==> src/rtl/sysctl_pkg.sv <==
package sysctl_pkg;

  typedef enum logic [3:0] {
    RD_ZERO, RD_DEVID, RD_CACHE, RD_ONE, RD_CTRL, RD_ACCESS, RD_TBASE, RD_DOMAIN,
    RD_FSTAT_D, RD_FSTAT_I, RD_FADDR_D, RD_FADDR_I, RD_LOCK_D, RD_LOCK_I, RD_PIDOFS, RD_CTXID
  } rdSel_e;

  typedef struct packed {
    logic   wrCtrl;
    logic   wrAccess;
    logic   wrTbase;
    logic   wrDomain;
    logic   wrFstatD;
    logic   wrFstatI;
    logic   wrFaddrD;
    logic   wrFaddrI;
    logic   wrLockD;
    logic   wrLockI;
    logic   wrPidOfs;
    logic   wrCtxId;
    logic   flush;
    logic   illegal;
    rdSel_e rdSel;
  } ctlStrobes_t;

endpackage

==> src/rtl/sysctl_decode.sv <==
module sysctl_decode
  import sysctl_pkg::*;
#(
  parameter int REG_LSB = 16,
  parameter int SEL_LSB = 5
) (
  input  logic        reqValid,
  input  logic        reqWrite,
  input  logic [31:0] reqInsn,
  output ctlStrobes_t ctl
);
  localparam int REG_W = 4;
  localparam int SEL_W = 3;

  logic [REG_W-1:0] regNum;
  logic [SEL_W-1:0] sel;
  logic             wr;

  assign regNum = reqInsn[REG_LSB +: REG_W];
  assign sel    = reqInsn[SEL_LSB +: SEL_W];
  assign wr     = reqWrite;

  always_comb begin
    ctl       = '0;
    ctl.rdSel = RD_ZERO;
    if (reqValid) begin
      case (regNum)
        4'd0: begin
          if (wr) ctl.illegal = 1'b1;
          else if (sel == 3'd1) ctl.rdSel = RD_CACHE;
          else if (sel == 3'd2) ctl.rdSel = RD_ZERO;
          else ctl.rdSel = RD_DEVID;
        end
        4'd1: begin
          case (sel)
            3'd0: if (wr) begin ctl.wrCtrl = 1'b1; ctl.flush = 1'b1; end
                  else ctl.rdSel = RD_CTRL;
            3'd1: if (wr) ctl.illegal = 1'b1; else ctl.rdSel = RD_ONE;
            3'd2: if (wr) ctl.wrAccess = 1'b1; else ctl.rdSel = RD_ACCESS;
            default: ctl.illegal = 1'b1;
          endcase
        end
        4'd2: if (wr) ctl.wrTbase = 1'b1; else ctl.rdSel = RD_TBASE;
        4'd3: if (wr) ctl.wrDomain = 1'b1; else ctl.rdSel = RD_DOMAIN;
        4'd5: begin
          case (sel)
            3'd0: if (wr) ctl.wrFstatD = 1'b1; else ctl.rdSel = RD_FSTAT_D;
            3'd1: if (wr) ctl.wrFstatI = 1'b1; else ctl.rdSel = RD_FSTAT_I;
            default: ctl.illegal = 1'b1;
          endcase
        end
        4'd6: begin
          case (sel)
            3'd0: if (wr) ctl.wrFaddrD = 1'b1; else ctl.rdSel = RD_FADDR_D;
            3'd1: if (wr) ctl.wrFaddrI = 1'b1; else ctl.rdSel = RD_FADDR_I;
            default: ctl.illegal = 1'b1;
          endcase
        end
        4'd7, 4'd10, 4'd15: ctl.rdSel = RD_ZERO;
        4'd8: begin
          if (wr && (sel == 3'd0 || sel == 3'd1)) ctl.flush = 1'b1;
          else ctl.illegal = 1'b1;
        end
        4'd9: begin
          case (sel)
            3'd0: if (wr) ctl.wrLockD = 1'b1; else ctl.rdSel = RD_LOCK_D;
            3'd1: if (wr) ctl.wrLockI = 1'b1; else ctl.rdSel = RD_LOCK_I;
            default: ctl.illegal = 1'b1;
          endcase
        end
        4'd13: begin
          case (sel)
            3'd0: if (wr) ctl.wrPidOfs = 1'b1; else ctl.rdSel = RD_PIDOFS;
            3'd1: if (wr) ctl.wrCtxId = 1'b1; else ctl.rdSel = RD_CTXID;
            default: ctl.illegal = 1'b1;
          endcase
        end
        default: ctl.illegal = 1'b1;
      endcase
    end
  end

endmodule

==> src/rtl/sysctl_datapath.sv <==
module sysctl_datapath
  import sysctl_pkg::*;
#(
  parameter int              DATA_W     = 32,
  parameter logic [DATA_W-1:0] DEVICE_ID  = 32'h5A01_C0DE,
  parameter logic [DATA_W-1:0] CACHE_TYPE = 32'h0012_3456
) (
  input  logic              clk,
  input  logic              rstN,
  input  logic              reqValid,
  input  logic              reqWrite,
  input  logic [DATA_W-1:0] reqWdata,
  input  ctlStrobes_t       ctl,
  input  logic              fltValid,
  input  logic              fltIsInsn,
  input  logic [DATA_W-1:0] fltStatus,
  input  logic [DATA_W-1:0] fltAddr,
  output logic              rspValid,
  output logic [DATA_W-1:0] rspData,
  output logic              rspIllegal,
  output logic              tlbFlush
);
  localparam logic [DATA_W-1:0] ONE_VAL = DATA_W'(1);

  logic [DATA_W-1:0] ctrlReg, accessReg, tbaseReg, domainReg;
  logic [DATA_W-1:0] fstatD, fstatI, faddrD, faddrI;
  logic [DATA_W-1:0] lockD, lockI, pidOfs, ctxId;
  logic [DATA_W-1:0] rdMux;
  logic              capD, capI;

  assign capD = fltValid && !fltIsInsn;
  assign capI = fltValid && fltIsInsn;

  always_ff @(posedge clk or negedge rstN) begin
    if (!rstN) begin
      ctrlReg <= '0; accessReg <= '0; tbaseReg <= '0; domainReg <= '0;
      lockD <= '0; lockI <= '0; pidOfs <= '0; ctxId <= '0;
    end else begin
      if (ctl.wrCtrl)   ctrlReg   <= reqWdata;
      if (ctl.wrAccess) accessReg <= reqWdata;
      if (ctl.wrTbase)  tbaseReg  <= reqWdata;
      if (ctl.wrDomain) domainReg <= reqWdata;
      if (ctl.wrLockD)  lockD     <= reqWdata;
      if (ctl.wrLockI)  lockI     <= reqWdata;
      if (ctl.wrPidOfs) pidOfs    <= reqWdata;
      if (ctl.wrCtxId)  ctxId     <= reqWdata;
    end
  end

  // Hardware capture outranks a colliding software write.
  always_ff @(posedge clk or negedge rstN) begin
    if (!rstN) begin
      fstatD <= '0; fstatI <= '0; faddrD <= '0; faddrI <= '0;
    end else begin
      if (capD) begin fstatD <= fltStatus; faddrD <= fltAddr; end
      else begin
        if (ctl.wrFstatD) fstatD <= reqWdata;
        if (ctl.wrFaddrD) faddrD <= reqWdata;
      end
      if (capI) begin fstatI <= fltStatus; faddrI <= fltAddr; end
      else begin
        if (ctl.wrFstatI) fstatI <= reqWdata;
        if (ctl.wrFaddrI) faddrI <= reqWdata;
      end
    end
  end

  always_comb begin
    unique case (ctl.rdSel)
      RD_DEVID:   rdMux = DEVICE_ID;
      RD_CACHE:   rdMux = CACHE_TYPE;
      RD_ONE:     rdMux = ONE_VAL;
      RD_CTRL:    rdMux = ctrlReg;
      RD_ACCESS:  rdMux = accessReg;
      RD_TBASE:   rdMux = tbaseReg;
      RD_DOMAIN:  rdMux = domainReg;
      RD_FSTAT_D: rdMux = fstatD;
      RD_FSTAT_I: rdMux = fstatI;
      RD_FADDR_D: rdMux = faddrD;
      RD_FADDR_I: rdMux = faddrI;
      RD_LOCK_D:  rdMux = lockD;
      RD_LOCK_I:  rdMux = lockI;
      RD_PIDOFS:  rdMux = pidOfs;
      RD_CTXID:   rdMux = ctxId;
      default:    rdMux = '0;
    endcase
  end

  always_ff @(posedge clk or negedge rstN) begin
    if (!rstN) begin
      rspValid <= 1'b0; rspData <= '0; rspIllegal <= 1'b0; tlbFlush <= 1'b0;
    end else begin
      rspValid   <= reqValid;
      rspIllegal <= ctl.illegal;
      tlbFlush   <= ctl.flush && !ctl.illegal;
      rspData    <= ctl.illegal ? '0 : rdMux;
    end
  end

  // response follows its request by one cycle
  a_r1_rsp_after_req: assert property (@(posedge clk) disable iff (!rstN)
    reqValid |=> rspValid);
  a_r1_no_rsp_without_req: assert property (@(posedge clk) disable iff (!rstN)
    !reqValid |=> !rspValid && !rspIllegal && !tlbFlush);
  // illegal response carries zero data and no flush
  a_r11_illegal_clean: assert property (@(posedge clk) disable iff (!rstN)
    rspIllegal |-> (rspData == '0) && !tlbFlush && rspValid);
  // illegal access leaves software registers untouched
  a_r11_illegal_keeps_state: assert property (@(posedge clk) disable iff (!rstN)
    ctl.illegal |=> $stable(ctrlReg) && $stable(accessReg) && $stable(tbaseReg)
      && $stable(domainReg) && $stable(pidOfs) && $stable(ctxId));
  // a flush pulse only ever follows a write request
  a_r6_flush_from_write: assert property (@(posedge clk) disable iff (!rstN)
    tlbFlush |-> $past(reqValid && reqWrite));
  // data-side capture wins over any same-cycle write
  a_r12_capture_data: assert property (@(posedge clk) disable iff (!rstN)
    capD |=> (fstatD == $past(fltStatus)) && (faddrD == $past(fltAddr)));
  a_r12_capture_insn: assert property (@(posedge clk) disable iff (!rstN)
    capI |=> (fstatI == $past(fltStatus)) && (faddrI == $past(fltAddr)));

endmodule

==> src/rtl/sysctl_regs.sv <==
module sysctl_regs
  import sysctl_pkg::*;
#(
  parameter int                DATA_W     = 32,
  parameter logic [DATA_W-1:0] DEVICE_ID  = 32'h5A01_C0DE,
  parameter logic [DATA_W-1:0] CACHE_TYPE = 32'h0012_3456
) (
  input  logic              clk,
  input  logic              rstN,
  input  logic              reqValid,
  input  logic              reqWrite,
  input  logic [31:0]       reqInsn,
  input  logic [DATA_W-1:0] reqWdata,
  input  logic              fltValid,
  input  logic              fltIsInsn,
  input  logic [DATA_W-1:0] fltStatus,
  input  logic [DATA_W-1:0] fltAddr,
  output logic              rspValid,
  output logic [DATA_W-1:0] rspData,
  output logic              rspIllegal,
  output logic              tlbFlush
);
  ctlStrobes_t ctl;

  sysctl_decode #(.REG_LSB(16), .SEL_LSB(5)) u_decode (
    .reqValid (reqValid),
    .reqWrite (reqWrite),
    .reqInsn  (reqInsn),
    .ctl      (ctl)
  );

  sysctl_datapath #(.DATA_W(DATA_W), .DEVICE_ID(DEVICE_ID), .CACHE_TYPE(CACHE_TYPE)) u_datapath (
    .clk        (clk),
    .rstN       (rstN),
    .reqValid   (reqValid),
    .reqWrite   (reqWrite),
    .reqWdata   (reqWdata),
    .ctl        (ctl),
    .fltValid   (fltValid),
    .fltIsInsn  (fltIsInsn),
    .fltStatus  (fltStatus),
    .fltAddr    (fltAddr),
    .rspValid   (rspValid),
    .rspData    (rspData),
    .rspIllegal (rspIllegal),
    .tlbFlush   (tlbFlush)
  );

endmodule

==> config.mk <==
export PLATFORM = sky130hd
export DESIGN_NAME = sysctl_regs
export DESIGN_NICKNAME = d
export VERILOG_FILES = /design/src/rtl/sysctl_pkg.sv /design/src/rtl/sysctl_decode.sv /design/src/rtl/sysctl_datapath.sv /design/src/rtl/sysctl_regs.sv
export SDC_FILE = /design/constraint.sdc
export NUM_CORES = 1
export LEC_CHECK = 0
export BUFFER_PORTS_ARGS = -buffer_cell sky130_fd_sc_hd__buf_2
export CORE_MARGIN = 5
export CORE_UTILIZATION = 26
export DETAILED_ROUTE_END_ITERATION = 12
export MAX_ROUTING_LAYER = met4
export PLACE_DENSITY_LB_ADDON = 0.12
export SLEW_MARGIN = 5
export SYNTH_ARGS = -nofsm -noshare
export SYNTH_HDL_FRONTEND = slang
export SYNTH_HIERARCHICAL = 1
export SYNTH_SLANG_ARGS = --single-unit
==> constraint.sdc <==
create_clock -name clk -period 1.7 [get_ports clk]
set_input_delay 0.17 -clock clk [delete_from_list [all_inputs] [get_ports clk]]
set_output_delay 0.17 -clock clk [all_outputs]
set_load 0.01 [all_outputs]
; After elaboration in Yosys (flattened, before gate mapping)
; Cells that the tools add are included.
[word_totals]
reg_bits = 419
in_bits = 134
out_inout_bits = 35
elab_cells = 111
[op_classes]
eq_ne = 28
n_mux = 50
n_reduce_logical = 17
[op_table]
columns = op, count
row1 = $pmux 32 s15, 1
row2 = $mux 32, 9
row3 = $eq 4x4->1 const B, 13
row4 = $mux 4, 9
row5 = $pmux 4 s2, 4
row6 = $pmux 4 s8, 1
row7 = $eq 4x3->1 const B, 7
row8 = $mux 18, 1
row9 = $eq 4x2->1 const B, 4
row10 = $mux 2, 7
row11 = $mux 3, 4
row12 = $pmux 4 s3, 1
row13 = $mux 1, 10
row14 = $eq 4x1->1 const B, 2
row15 = $reduce_bool 2->1, 4
row16 = $pmux 1 s5, 1
row17 = $reduce_or 5->1, 1
row18 = $logic_and 1x1->1, 4
row19 = $logic_not 4->1, 1
row20 = $pmux 1 s2, 2
row21 = $reduce_or 2->1, 2
row22 = $reduce_or 4->1, 1
row23 = $eq 3x1->1 const B, 1
row24 = $eq 3x2->1 const B, 1
row25 = 3 further kinds, 4

; Longest topological paths before layout
; Gate-level depths: netlist (run 1).
[depth]
word_depth = 9
mapped_depth = 14
ltp_nobuf = 10

; Cells and area by module
; The synthesis (run 1) kept the hierarchy.
[by_module_without_submodules]
columns = mod, n_inst, cells_per_inst, area_per_inst_um2, seq_area_each_um2
row1 = sysctl_datapath, 1, 1681, 19696.4, 10485.1
row2 = sysctl_decode, 1, 74, 392.9, 0.0

; Worst setup path after synthesis (run 1)
; OpenSTA, ideal clock, no wires.
[synth_timing]
path_type = input-to-reg
from = in reqInsn[18]
to = reg u_datapath.rspData[3]
setup_time_ns = 0.128
arrival_ns = 2.142
required_time_ns = 1.572
path_slack_ns = -0.570
path_stages = 12
cell_sequence = buf_4 -> nor2b_1 -> nand3_1 -> o21ai_0 -> a32oi_1 -> nor2_1 -> buf_6 -> mux4_2 -> nand2_1 -> o211ai_1 -> a222oi_1 -> nor2_1
[synth_lines]
columns = element, line_no
row1 = start: declaration, sysctl_regs.sv:12  ; input logic [31:0] reqInsn,
row2 = end signal: assignment, sysctl_datapath.sv:96  ; rspData <= ctl.illegal ? '0 : rdMux;
row3 = end: declaration, sysctl_datapath.sv:19  ; output logic [DATA_W-1:0] rspData,

==> run summary, run 1 <==
In this run the vertical extent of the chip is 288 um. The clock reaches the later pin of the worst-skew pair after 0.59 ns. The Yosys step of the flow raised 6 warnings.

The mapped netlist covers 0.0201 sq mm. The logs give 64 for the post-synthesis cell type count and 2 for the initial antenna violation count. The share of layout cells above drive strength 1 is 0.449, and the total clock sinks is 419.

Critical path class: in2reg. Counting every net in the synthesized netlist gives 1889. At the end of routability-driven placement, the weighted congestion stood at 0.839. Compared with the post-synthesis result, the final layout area differs by 42.0%.

The flow ran to the end, but the final reports show violations. For this run, the leading register cell type out of synthesis is dfrtp_1. The logs give 0.19 ns for the slack of the worst reg-to-reg path and -1.06 ns for the placement-stage worst setup slack.

The top-area cell type share of the netlist area was 0.522; the share of the clock period used by the worst path was 1.11. The largest buffer count on any clock path was 3. For hold timing, the worst endpoint is u_datapath/fstatD[12]. The H-tree generated during clock tree synthesis spans 2 levels. Worst hold margin: 0.0466 ns. Number of global-route vias before repair: 16724.

The number of cells on the worst reg-to-reg path is 5. The startpoint identified for the worst register-to-register timing path is u_datapath/fstatI[26]. The worst setup path is launched from an input port.

The worst-path maximum fanout was 7. The pin count of the biggest net entering global routing was 79. The tools report the core occupancy in the finished layout as 0.370. Summed over all instances, the cell type with the most area after synthesis is dfrtp_1. The tools report the number of nets still failing antenna checks after routing as 0. Global routing finished with a remaining overflow of 0. The tightest min-delay check is of the in2reg type. The startpoint identified for the worst hold timing path is reqWdata[12].

The tools report the final critical-path setup slack as -0.183 ns. The horizontal die dimension was 288 um; the mean number of vias per cell was 4.92. After floorplanning, the core was divided into 102 placement rows. The checks that failed: setup timing. The core area was 0.0771 sq mm; the global-route total usage across every layer was 0.201. Before antenna repair, the detailed router went through 5 iterations. The number of failing setup endpoints in the final timing report is 28. Setup clock skew after layout: 0.0119 ns. The worst vdd rail ir drop was 685 uV. The power per cell area was 879 mW/mm^2; the buffering stage count on the worst path with inverters included was 8.

The number of stages on the worst hold path works out to 3. For the worst setup path, the data required time is 2.19 ns. The logs give 0.531 GHz for the maximum operating frequency and 2.37 ns for the critical path data arrival time. For the DRC violations left, the log shows 0. Traced cell by cell, the critical path runs through buf_6 > buf_4 > nor2_4 > buf_6 > a31oi_2 > nor2_4 > buf_12 > clkbuf_16 > buf_4 > nor3b_4 > buf_6 > buf_4 > a22oi_2 > nor2_1 > a211oi_2 > a31oi_1.

The start point of the critical path is reqInsn[6]. By area the synthesized netlist is led by dfrtp_1, mux2_2, mux2i_1, o21ai_0, nand2_1. The share of async-settable or async-resettable flops after synthesis was 1.00; the total count of max-transition violations in the final report was 0. In the final design database the tool counted 2330 nets. The detailed-placement wirelength estimate was 57.3 mm; the starting utilization of the core area was 0.261. Grouping stages by cell kind, the critical path spends the most delay in buffers and inverters. Clock-pin slew was measured on the worst setup and hold paths at 0.06 ns. The number of port buffers came out at 143. The via total after detailed routing is 16103, and the number of hold violations in the final report is 0. Across the run, the number of max-cap violations was 0. Among all stages on the critical path, the largest delay is contributed by buf_6. The number of standard cells after synthesis is 1755, and the delay of the slowest cell on the worst path is 0.23 ns.

Part of the Yosys area used for sequential elements: 0.522. Setup repair after global routing could not meet its margin everywhere. TritonCTS built the clock tree. Counting flops with a built-in enable in the synthesized netlist gives 0. CTS buffer count: 51. The worst setup path is captured at a flop.

The logs give 169 for the top-level port count and 83.2 mm for the total length of routed wires. The cell sitting at the root of the clock tree is a clkbuf_16. The worst flop-to-flop path endpoint was u_datapath/rspData[26]. Each instance of the synthesized netlist takes up on average 11.4 sq um. The library cell used most frequently in the layout, excluding fill and tap cells, is dfrtp_1. The number of DRC violations after detailed-routing iteration 0 is 958.

The first global-routing pass estimated 120 mm of wire. The headroom to the max-slew limit was 0.694. Counting I/O delays and the setup requirement, the final critical path takes 1.88 ns. The detailed-route wire length per cell is 25.4 um, and the leakage dissipation is 12.1 nW.

At the pin with the least slew margin, the transition time is 0.459 ns. The floorplan step defined a die boundary enclosing 0.0829 sq mm. Leaving out fill and tap cells, the most frequent cells in the layout are dfrtp_1, mux2_2, buf_4. The synthesized design contains 419 register bits.
==> registers in the layout (all words and copies together) (netlist names) <==
| signal | flops |
|---|---|
| u_datapath/tlbFlush | 1 |
| u_datapath/rspIllegal | 1 |
| u_datapath/lockD | 32 |
| u_datapath/ctxId | 32 |
| u_datapath/pidOfs | 32 |
| u_datapath/tbaseReg | 32 |
| u_datapath/fstatD | 32 |
| u_datapath/accessReg | 32 |
| u_datapath/fstatI | 32 |
| u_datapath/rspData | 32 |
| u_datapath/rspValid | 1 |
| u_datapath/faddrD | 32 |
| u_datapath/lockI | 32 |
| u_datapath/domainReg | 32 |
| u_datapath/ctrlReg | 32 |
| u_datapath/faddrI | 32 |
==> final cells by class <==
type	instances	area, sq um
timing repair buffer	560	5250
clock buffer	74	1520
clock inverter	17	115
sequential	419	10500
multi-input combinational	1159	9830
tap	1040	1300
fill	7582	48600
antenna	1	2.50
inverter	5	28.8
==> metrics by stage <==
stage | total power [W] | setup TNS (ns) | instance area (sq um) | cells
after floorplan | 0.0128 | -7.82 | 20300 | 1755
after global placement | 0.0140 | -119.49 | 24200 | 3030
after detailed placement | 0.0141 | -123.60 | 24200 | 3030
after CTS | 0.0253 | -0.936 | 27800 | 3247
after global routing | 0.0261 | -5.14 | 28500 | 3274
final | 0.0251 | -2.27 | 28500 | 3275
==> metal layers <==
layer / track usage / wire [um]
met5: - / 0
met4: 0.0538 / 2270
met3: 0.0236 / 3130
met2: 0.321 / 39300
met1: 0.273 / 38500
==> cells by family after synthesis <==
group / count (synthesis) / synth area share
and+or+nand+nor: 309 / 0.0689
xor gates and xnor gates: 2 / 0.000872
buffers and inverters: 177 / 0.0397
muxes: 447 / 0.240
AOI/OAI and AO/OA: 401 / 0.128
DFF: 419 / 0.522
==> repair_timing <==
action,in CTS,in global routing
endpoints found under the hold margin,686,0
buffers inserted,33,29
endpoints found under the setup margin,32,32
cloned,2,2
gates resized for setup,158,118
hold buffers,93,0
pin swaps,44,75
==> Yosys cell counts (all sizes together) (18+ instances only) <==
cell type and n:
clkbuf 72, a22o 18, a21oi 49, mux2 273, o21ai 163, dfrtp 419, buf 100, a22oi 54
o22ai 18, nor2 51, mux2i 173, nand2 176, a221oi 19, nand3 22
==> power breakdown <==
part	internal, W	switching (W)
clock network	0.00629	0.00444
registers	0.0109	0.000643
logic	0.00139	0.00141
total	0.0186	0.00650
==> worst max-delay path by stage <==
stage / end / cells after the start
after floorplan: u_datapath/rspData[3] / 12
after global placement: u_datapath/rspData[17] / 16
after detailed placement: u_datapath/rspData[17] / 16
after CTS: u_datapath/rspData[3] / 12
after global routing: u_datapath/rspData[3] / 12
final: u_datapath/rspData[4] / 16
==> worst reg2reg max path: stages, from the launching register on <==
cell and delay, ns:
dfrtp_1 0.43, mux2_4 0.30, a221oi_4 0.31, a21oi_2 0.06, a221oi_2 0.22, nor2_1 0.07
Power figures use the tool's default switching activity.
==> run 2: changes to the inputs <==
Clock period 1.7 ns to 1.9 ns, I/O delays scaled along.
==> run summary, run 2 (synthesis gave the netlist of run 1 again) <==
The buffering stage count on the worst path with inverters included is 6 (-2), and the share of layout cells above drive strength 1 is 0.431 (-0.0189). The share of the clock period used by the worst path works out to 1.01. The number of max-cap violations was 0 (unchanged); the later-pin clock latency in the skew report was 0.60 ns (about the same). The vertical die dimension is 288 um (unchanged). The tools report the worst flop-to-flop path endpoint as u_datapath/rspData[3].

The horizontal die dimension is 288 um (unchanged), and the wire length the detailed router placed on met1 is 38.9 mm (+1.1%). By instance count, the cell type seen most on the critical path is buf_4. The run finished, with violations left. The logs give 169 (unchanged) for the top-level port count and 0.39 ns (+0.20 ns) for the slack of the worst reg-to-reg path.

The checks that failed: setup timing. The critical path depth in cells is 14 (-2), and the pin count of the biggest net entering global routing is 83 (+5.1%). The leakage dissipation is 12.0 nW (-0.45%), and the post-synthesis to final-layout area growth is 40.1%. Number of failing setup endpoints in the final timing report: 2 (-93%). The run gives 5 (unchanged) as the total iterations of the first detailed-routing run. The slew at the pin closest to its max-slew limit was 0.659 ns (+0.200 ns). Derived from the worst setup path, the maximum achievable clock frequency is 0.521 GHz. For the critical path data arrival time, the log shows 2.39 ns (+0.02 ns). The mean number of vias per cell was 4.95 (+0.63%); the clock-pin slew on the worst setup and hold paths was 0.06 ns (about the same).

The tools report the total count of max-transition violations in the final report as 0 (unchanged). The run gives 2329 (-0.043%) as the total number of nets in the final design. Setup repair after global routing could not meet its margin everywhere.

The start point of the critical path is reqInsn[7]. The root buffer cell chosen for the clock tree is clkbuf_16. The slowest library cell on the worst path is a222oi_1. For the final critical-path setup slack, the log shows -0.0179 ns (+0.165 ns). The initial antenna violation count is 2 (unchanged), and the remaining global-route overflow is 0 (unchanged). The core area was 0.0771 sq mm (unchanged). The library cells used most frequently in the layout, excluding fill and tap cells, are dfrtp_1, mux2_2, buf_4. Endpoint required time on the critical path: 2.37 ns (+0.18 ns).

The floorplan die area came out at 0.0829 sq mm (unchanged). The most critical setup path has its endpoint at u_datapath/rspData[0]. The delay of the slowest cell on the worst path is 0.32 ns (+0.09 ns), and the number of DRC violations after detailed-routing iteration 0 is 983 (+2.6%). Detailed-route wire length per cell: 25.6 um (+0.91%). The total clock sinks was 419 (unchanged). The global-route total usage across every layer was 0.202 (+0.000770). Walking the worst path, the cells encountered are buf_2 > nor2_4 > buf_4 > buf_4 > a32oi_2 > nor2_4 > buf_12 > buf_4 > and2b_4 > buf_12 > a222oi_1 > o21ai_1 > nor3_2 > a21oi_1. The most common cell after layout, fill and taps aside is dfrtp_1.

The final period demand of the worst path was 1.92 ns. The last weighted congestion value of the routability-driven placer was 0.853 (+1.6%); the number of placement rows was 102 (unchanged). The power per cell area came out at 790 mW/mm^2 (-10%).

The sort of element at the start of the critical path was an input port. The number of port buffers was 143 (unchanged). The run gives 17016 (+1.7%) as the number of global-route vias before repair. The routed length on met2 is 39.7 mm (+0.96%). The logs give 3 (unchanged) for the largest buffer count on any clock path and 0.261 (unchanged) for the starting utilization of the core area. The worst-path maximum fanout is 7 (unchanged), and the DRC violations left is 0 (unchanged). The tools report the number of nets still failing antenna checks after routing as 0 (unchanged). The met3 layer wire length in the routed design came out at 3.14 mm (+0.32%). In this run the critical register-to-register path is launched from u_datapath/ctxId[3]. The number of hold violations in the final report is 0 (unchanged). For the headroom to the max-slew limit, the log shows 0.560 (-0.134). STA classifies the critical path endpoint as a flop. The tools report the number of levels the H-tree was split into as 2 (unchanged). Total power after layout: 0.0222 W (-11%). For the CTS buffer count, the log shows 51 (unchanged). Highest routed metal layer: met4. The worst hold path belongs to the class in2reg.

Setup clock skew after layout: 0.0191 ns (+0.00720 ns). The via total after detailed routing was 16194 (+0.57%); the total length of routed wires was 83.9 mm (+0.85%). The critical path class is in2reg. The depth of the most critical reg-to-reg path was 5 (unchanged).

TritonCTS built the clock tree. The wire length of the first global-routing pass is 121 mm (+1.0%). The cell class contributing the biggest share of worst-path delay is buffers and inverters.

The worst vdd rail ir drop is 580 uV (-15%), and the detailed-placement wirelength estimate is 58.5 mm (+2.0%). The worst hold margin came out at 0.0424 ns (-0.00421 ns).
[run 2: cell count changes in the layout (fill, tap and decap cells not counted), moves of 7 or more]
cell and delta:
buf_6 -23, buf_4 +22, dlygate4sd3_1 -10, a21oi_1 +8, clkinv_2 -8, a21oi_2 -7
[run 2: timing repair]
item / 4_1_cts / 5_1_grt
hold endpoints to repair: 438 / 0
setup buffers: 17 / 45
endpoints found under the setup margin: 31 / 33
hold buffers: 83 / 0
resized for setup: 64 / 110
cloned: 1 / 3
pin swaps: 26 / 23
[run 2: layout make-up]
class	count	area, sq um
Fill cell	7709	48900
Multi-Input combinational cell	1159	9540
Antenna cell	1	2.50
Clock buffer	82	1540
Clock inverter	8	62.6
Timing Repair Buffer	559	5180
Tap cell	1040	1300
Inverter	5	21.3
Sequential cell	419	10500
[run 2: worst min path at each step]
| stage | startpoint | to | depth (start not counted) | slack [ns] |
|---|---|---|---|---|
| 3_5_place_dp | rstN | u_datapath/tlbFlush | 1 | 0.07 |
| 5_1_grt | reqWdata[9] | u_datapath/domainReg[9] | 2 | 0.03 |
| 2_1_floorplan | rstN | u_datapath/accessReg[0] | 0 | -0.11 |
| 3_3_place_gp | rstN | u_datapath/rspIllegal | 1 | 0.07 |
| 6_report | reqWdata[24] | u_datapath/faddrI[24] | 3 | 0.04 |
| 4_1_cts | fltIsInsn | u_datapath/fstatD[27] | 3 | 0.003 |
[run 2: through the flow]
stage	std cells	cell area [sq um]	utilization	setup WS (ns)	TNS (ns)
4_1_cts	3225	27200	0.353	0.00326	0
2_1_floorplan	1755	20300	-	-0.271	-2.07
3_5_place_dp	3035	24400	0.316	-1.01	-39.10
5_1_grt	3273	28100	0.365	-0.0946	-0.529
6_report	3273	28100	0.365	-0.0179	-0.0199
3_3_place_gp	3035	24400	0.316	-1.08	-40.00
[run 2: worst register-to-register path: stages (launching register included)]
cell,delay (ns)
dfrtp_1,0.37
mux4_2,0.46
nand2_1,0.07
o211ai_1,0.09
a222oi_1,0.32
nor2_1,0.07
[run 2: report_power, final]
part | total, W | switching [W] | internal (W) | leakage, nW
sequential | 0.0103 | 0.000542 | 0.00974 | 5.53
combinational | 0.00247 | 0.00125 | 0.00122 | 5.68
clock | 0.00948 | 0.00397 | 0.00551 | 0.792
[run 2: per-layer routing]
| metal | global-route usage | vias to the layer above |
|---|---|---|
| li1 | - | 7252 |
| met1 | 0.277 | 8429 |
| met2 | 0.321 | 382 |
| met3 | 0.0213 | 131 |
| met4 | 0.0527 | 0 |
| met5 | - | - |
==> run 3: changes to the inputs <==
Settings changed: REMOVE_ABC_BUFFERS set to 1.
==> run summary, run 3 (synthesis gave the netlist of run 1 again) <==
The flow ran to the end, but the final reports show violations. The checks that failed: setup timing. For the number of nets still failing antenna checks after routing, the log shows 0 (unchanged).

The final critical-path setup slack came out at -0.0621 ns (-0.0442 ns). The starting utilization of the core area is 0.261 (unchanged), and the total iterations of the first detailed-routing run is 5 (unchanged). For the top-level port count, the log shows 169 (unchanged).

The slack of the worst reg-to-reg path is 0.35 ns (-0.04 ns). The most common cell after layout, fill and taps aside is dfrtp_1. The post-synthesis to final-layout area growth was 36.0%; the largest buffer count on any clock path was 3 (unchanged). The share of layout cells above drive strength 1 works out to 0.411 (-0.0199). The worst hold margin was 0.0397 ns (-0.00267 ns); the total number of nets in the final design was 2255 (-3.2%).

The pin count of the biggest net entering global routing came out at 77 (-7.2%). The number of placement rows was 102 (unchanged). Mean number of vias per cell: 4.91 (-0.80%). The logs give 0.59 ns (about the same) for the later-pin clock latency in the skew report and 0 (unchanged) for the remaining global-route overflow. The tree is rooted in a clkbuf_16.

The met3 layer wire length in the routed design was 2.40 mm (-24%); the critical path data arrival time was 2.43 ns (+0.04 ns). The run gives 2 (unchanged) as the number of levels the H-tree was split into. The tools report the headroom to the max-slew limit as 0.649 (+0.0895). The number of failing setup endpoints in the final timing report was 8 (+6); the CTS buffer count was 51 (unchanged). The horizontal die dimension is 288 um (unchanged), and the worst vdd rail ir drop is 573 uV (-1.2%). The logs give 16703 (-1.8%) for the number of global-route vias before repair and 0 (unchanged) for the number of hold violations in the final report. Sort of element at the start of the critical path: an input port. Detailed-placement wirelength estimate: 54.6 mm (-6.6%).

The leakage dissipation was 11.6 nW (-3.6%). The maximum operating frequency was 0.510 GHz (-2.3%); the power per cell area was 809 mW/mm^2 (+2.4%). The run gives 0.190 (-0.0125) as the global-route total usage across every layer. The tools report the routed length on met2 as 36.7 mm (-7.5%). In the layout the commonest cells are dfrtp_1, mux2_2, buf_4.

The tools report the post-route cell area as 0.0273 sq mm (-2.9%). DRC violations left: 0 (unchanged). The critical path is of the in2reg type. The logs give 0.00943 sq mm (-1.1%) for the area of the multi-input gates and 2 (unchanged) for the initial antenna violation count. The highest routed metal layer is met4.

The wire length the detailed router placed on met1 came out at 37.2 mm (-4.4%). The vertical die dimension works out to 288 um (unchanged). The detailed-route wire length per cell was 24.3 um (-5.2%).

TritonCTS built the clock tree. The min-delay analysis places its worst path in the category in2reg. The wire length of the first global-routing pass is 115 mm (-5.0%), and the slew at the pin closest to its max-slew limit is 0.525 ns (-0.134 ns). The total clock sinks was 419 (unchanged). The clock-pin slew on the worst setup and hold paths was 0.06 ns (about the same). The count of filler cells inserted in the layout is 7797 (+1.1%). The via total after detailed routing is 15687 (-3.1%). The tools report the storage element area as 0.0105 sq mm (unchanged).

Setup repair after global routing could not meet its margin everywhere. The run gives 77.7 mm (-7.4%) as the total length of routed wires. The run gives 0.0829 sq mm (unchanged) as the floorplan die area.

The number of port buffers is 143 (unchanged), and the number of DRC violations after detailed-routing iteration 0 is 936 (-4.8%). The placed standard-cell area is 0.0241 sq mm (-1.1%), and the last weighted congestion value of the routability-driven placer is 0.830 (-2.7%). The endpoint required time on the critical path was 2.37 ns (about the same); the worst-path maximum fanout was 8 (+1).

The final period demand of the worst path was 1.96 ns (+0.0442 ns); the setup clock skew after layout was 0.0133 ns (-0.00576 ns). The tools report the number of max-cap violations as 0 (unchanged). The tools report the core area as 0.0771 sq mm (unchanged). Total count of max-transition violations in the final report: 0 (unchanged). Critical path capture point type: a flop. The share of the clock period used by the worst path is 1.03 (+0.0233). The run gives -0.240 ns (-0.220 ns) as the total negative slack for setup checks.
[run 3: worst max-delay path, cell delays in order]
cell and delay, ns:
clkbuf_4 0.16, o21bai_1 0.18, xnor2_1 0.25, a32oi_2 0.11, nor2_4 0.16, buf_12 0.15, buf_12 0.13, mux4_2 0.52
nand2_1 0.08, o211ai_1 0.09, a222oi_1 0.31, nor2_1 0.08
[run 3: what timing repair did]
action                                  in CTS  in global routing
cloned                                       2                  0
buffers inserted                             9                 18
pin swaps                                   24                 43
endpoints found under the hold margin      369                  0
resized for setup                           69                104
endpoints found under the setup margin      32                 32
hold buffers                                69                  0
[run 3: per-layer routing]
layer / GRT usage / up-vias
met1: 0.261 / 8186
met5: - / -
met4: 0.0400 / 0
met2: 0.303 / 298
met3: 0.0232 / 85
li1: - / 7118
[run 3: final timing paths]
path / start / endpoint / cells past startpoint
max: reqInsn[17] / u_datapath/rspData[3] / 12
min: reqWdata[13] / u_datapath/ctrlReg[13] / 2
max reg2reg: u_datapath/ctxId[3] / u_datapath/rspData[3] / 5
min reg2reg: u_datapath/accessReg[3] / u_datapath/accessReg[3] / 1
max in group asynchronous: rstN / u_datapath/faddrI[23] / 3
min in group asynchronous: rstN / u_datapath/lockD[14] / 2
[run 3: per-stage QoR]
| stage | worst slack (ns) | instances | util | power (W) |
|---|---|---|---|---|
| final | -0.0621 | 3196 | 0.354 | 0.0221 |
| after global routing | -0.163 | 3196 | 0.354 | 0.0231 |
| after CTS | -0.0440 | 3179 | 0.348 | 0.0224 |
| after detailed placement | -0.945 | 3014 | 0.313 | 0.0125 |
| after global placement | -0.923 | 3014 | 0.313 | 0.0125 |
| after floorplan | -4.48 | 1583 | - | 0.0113 |
[run 3: where the power goes]
part	switching, W	internal [W]
clock	0.00386	0.00564
sequential	0.000539	0.00974
combinational	0.00117	0.00114
[run 3: area by class of cell]
class	instances	share of cell area
timing repair buffer	485	0.164
clock inverter	9	0.00362
antenna	1	0.0000916
inverter	5	0.000779
tap	1040	0.0476
sequential	419	0.384
multi-input combinational	1159	0.345
clock buffer	78	0.0548
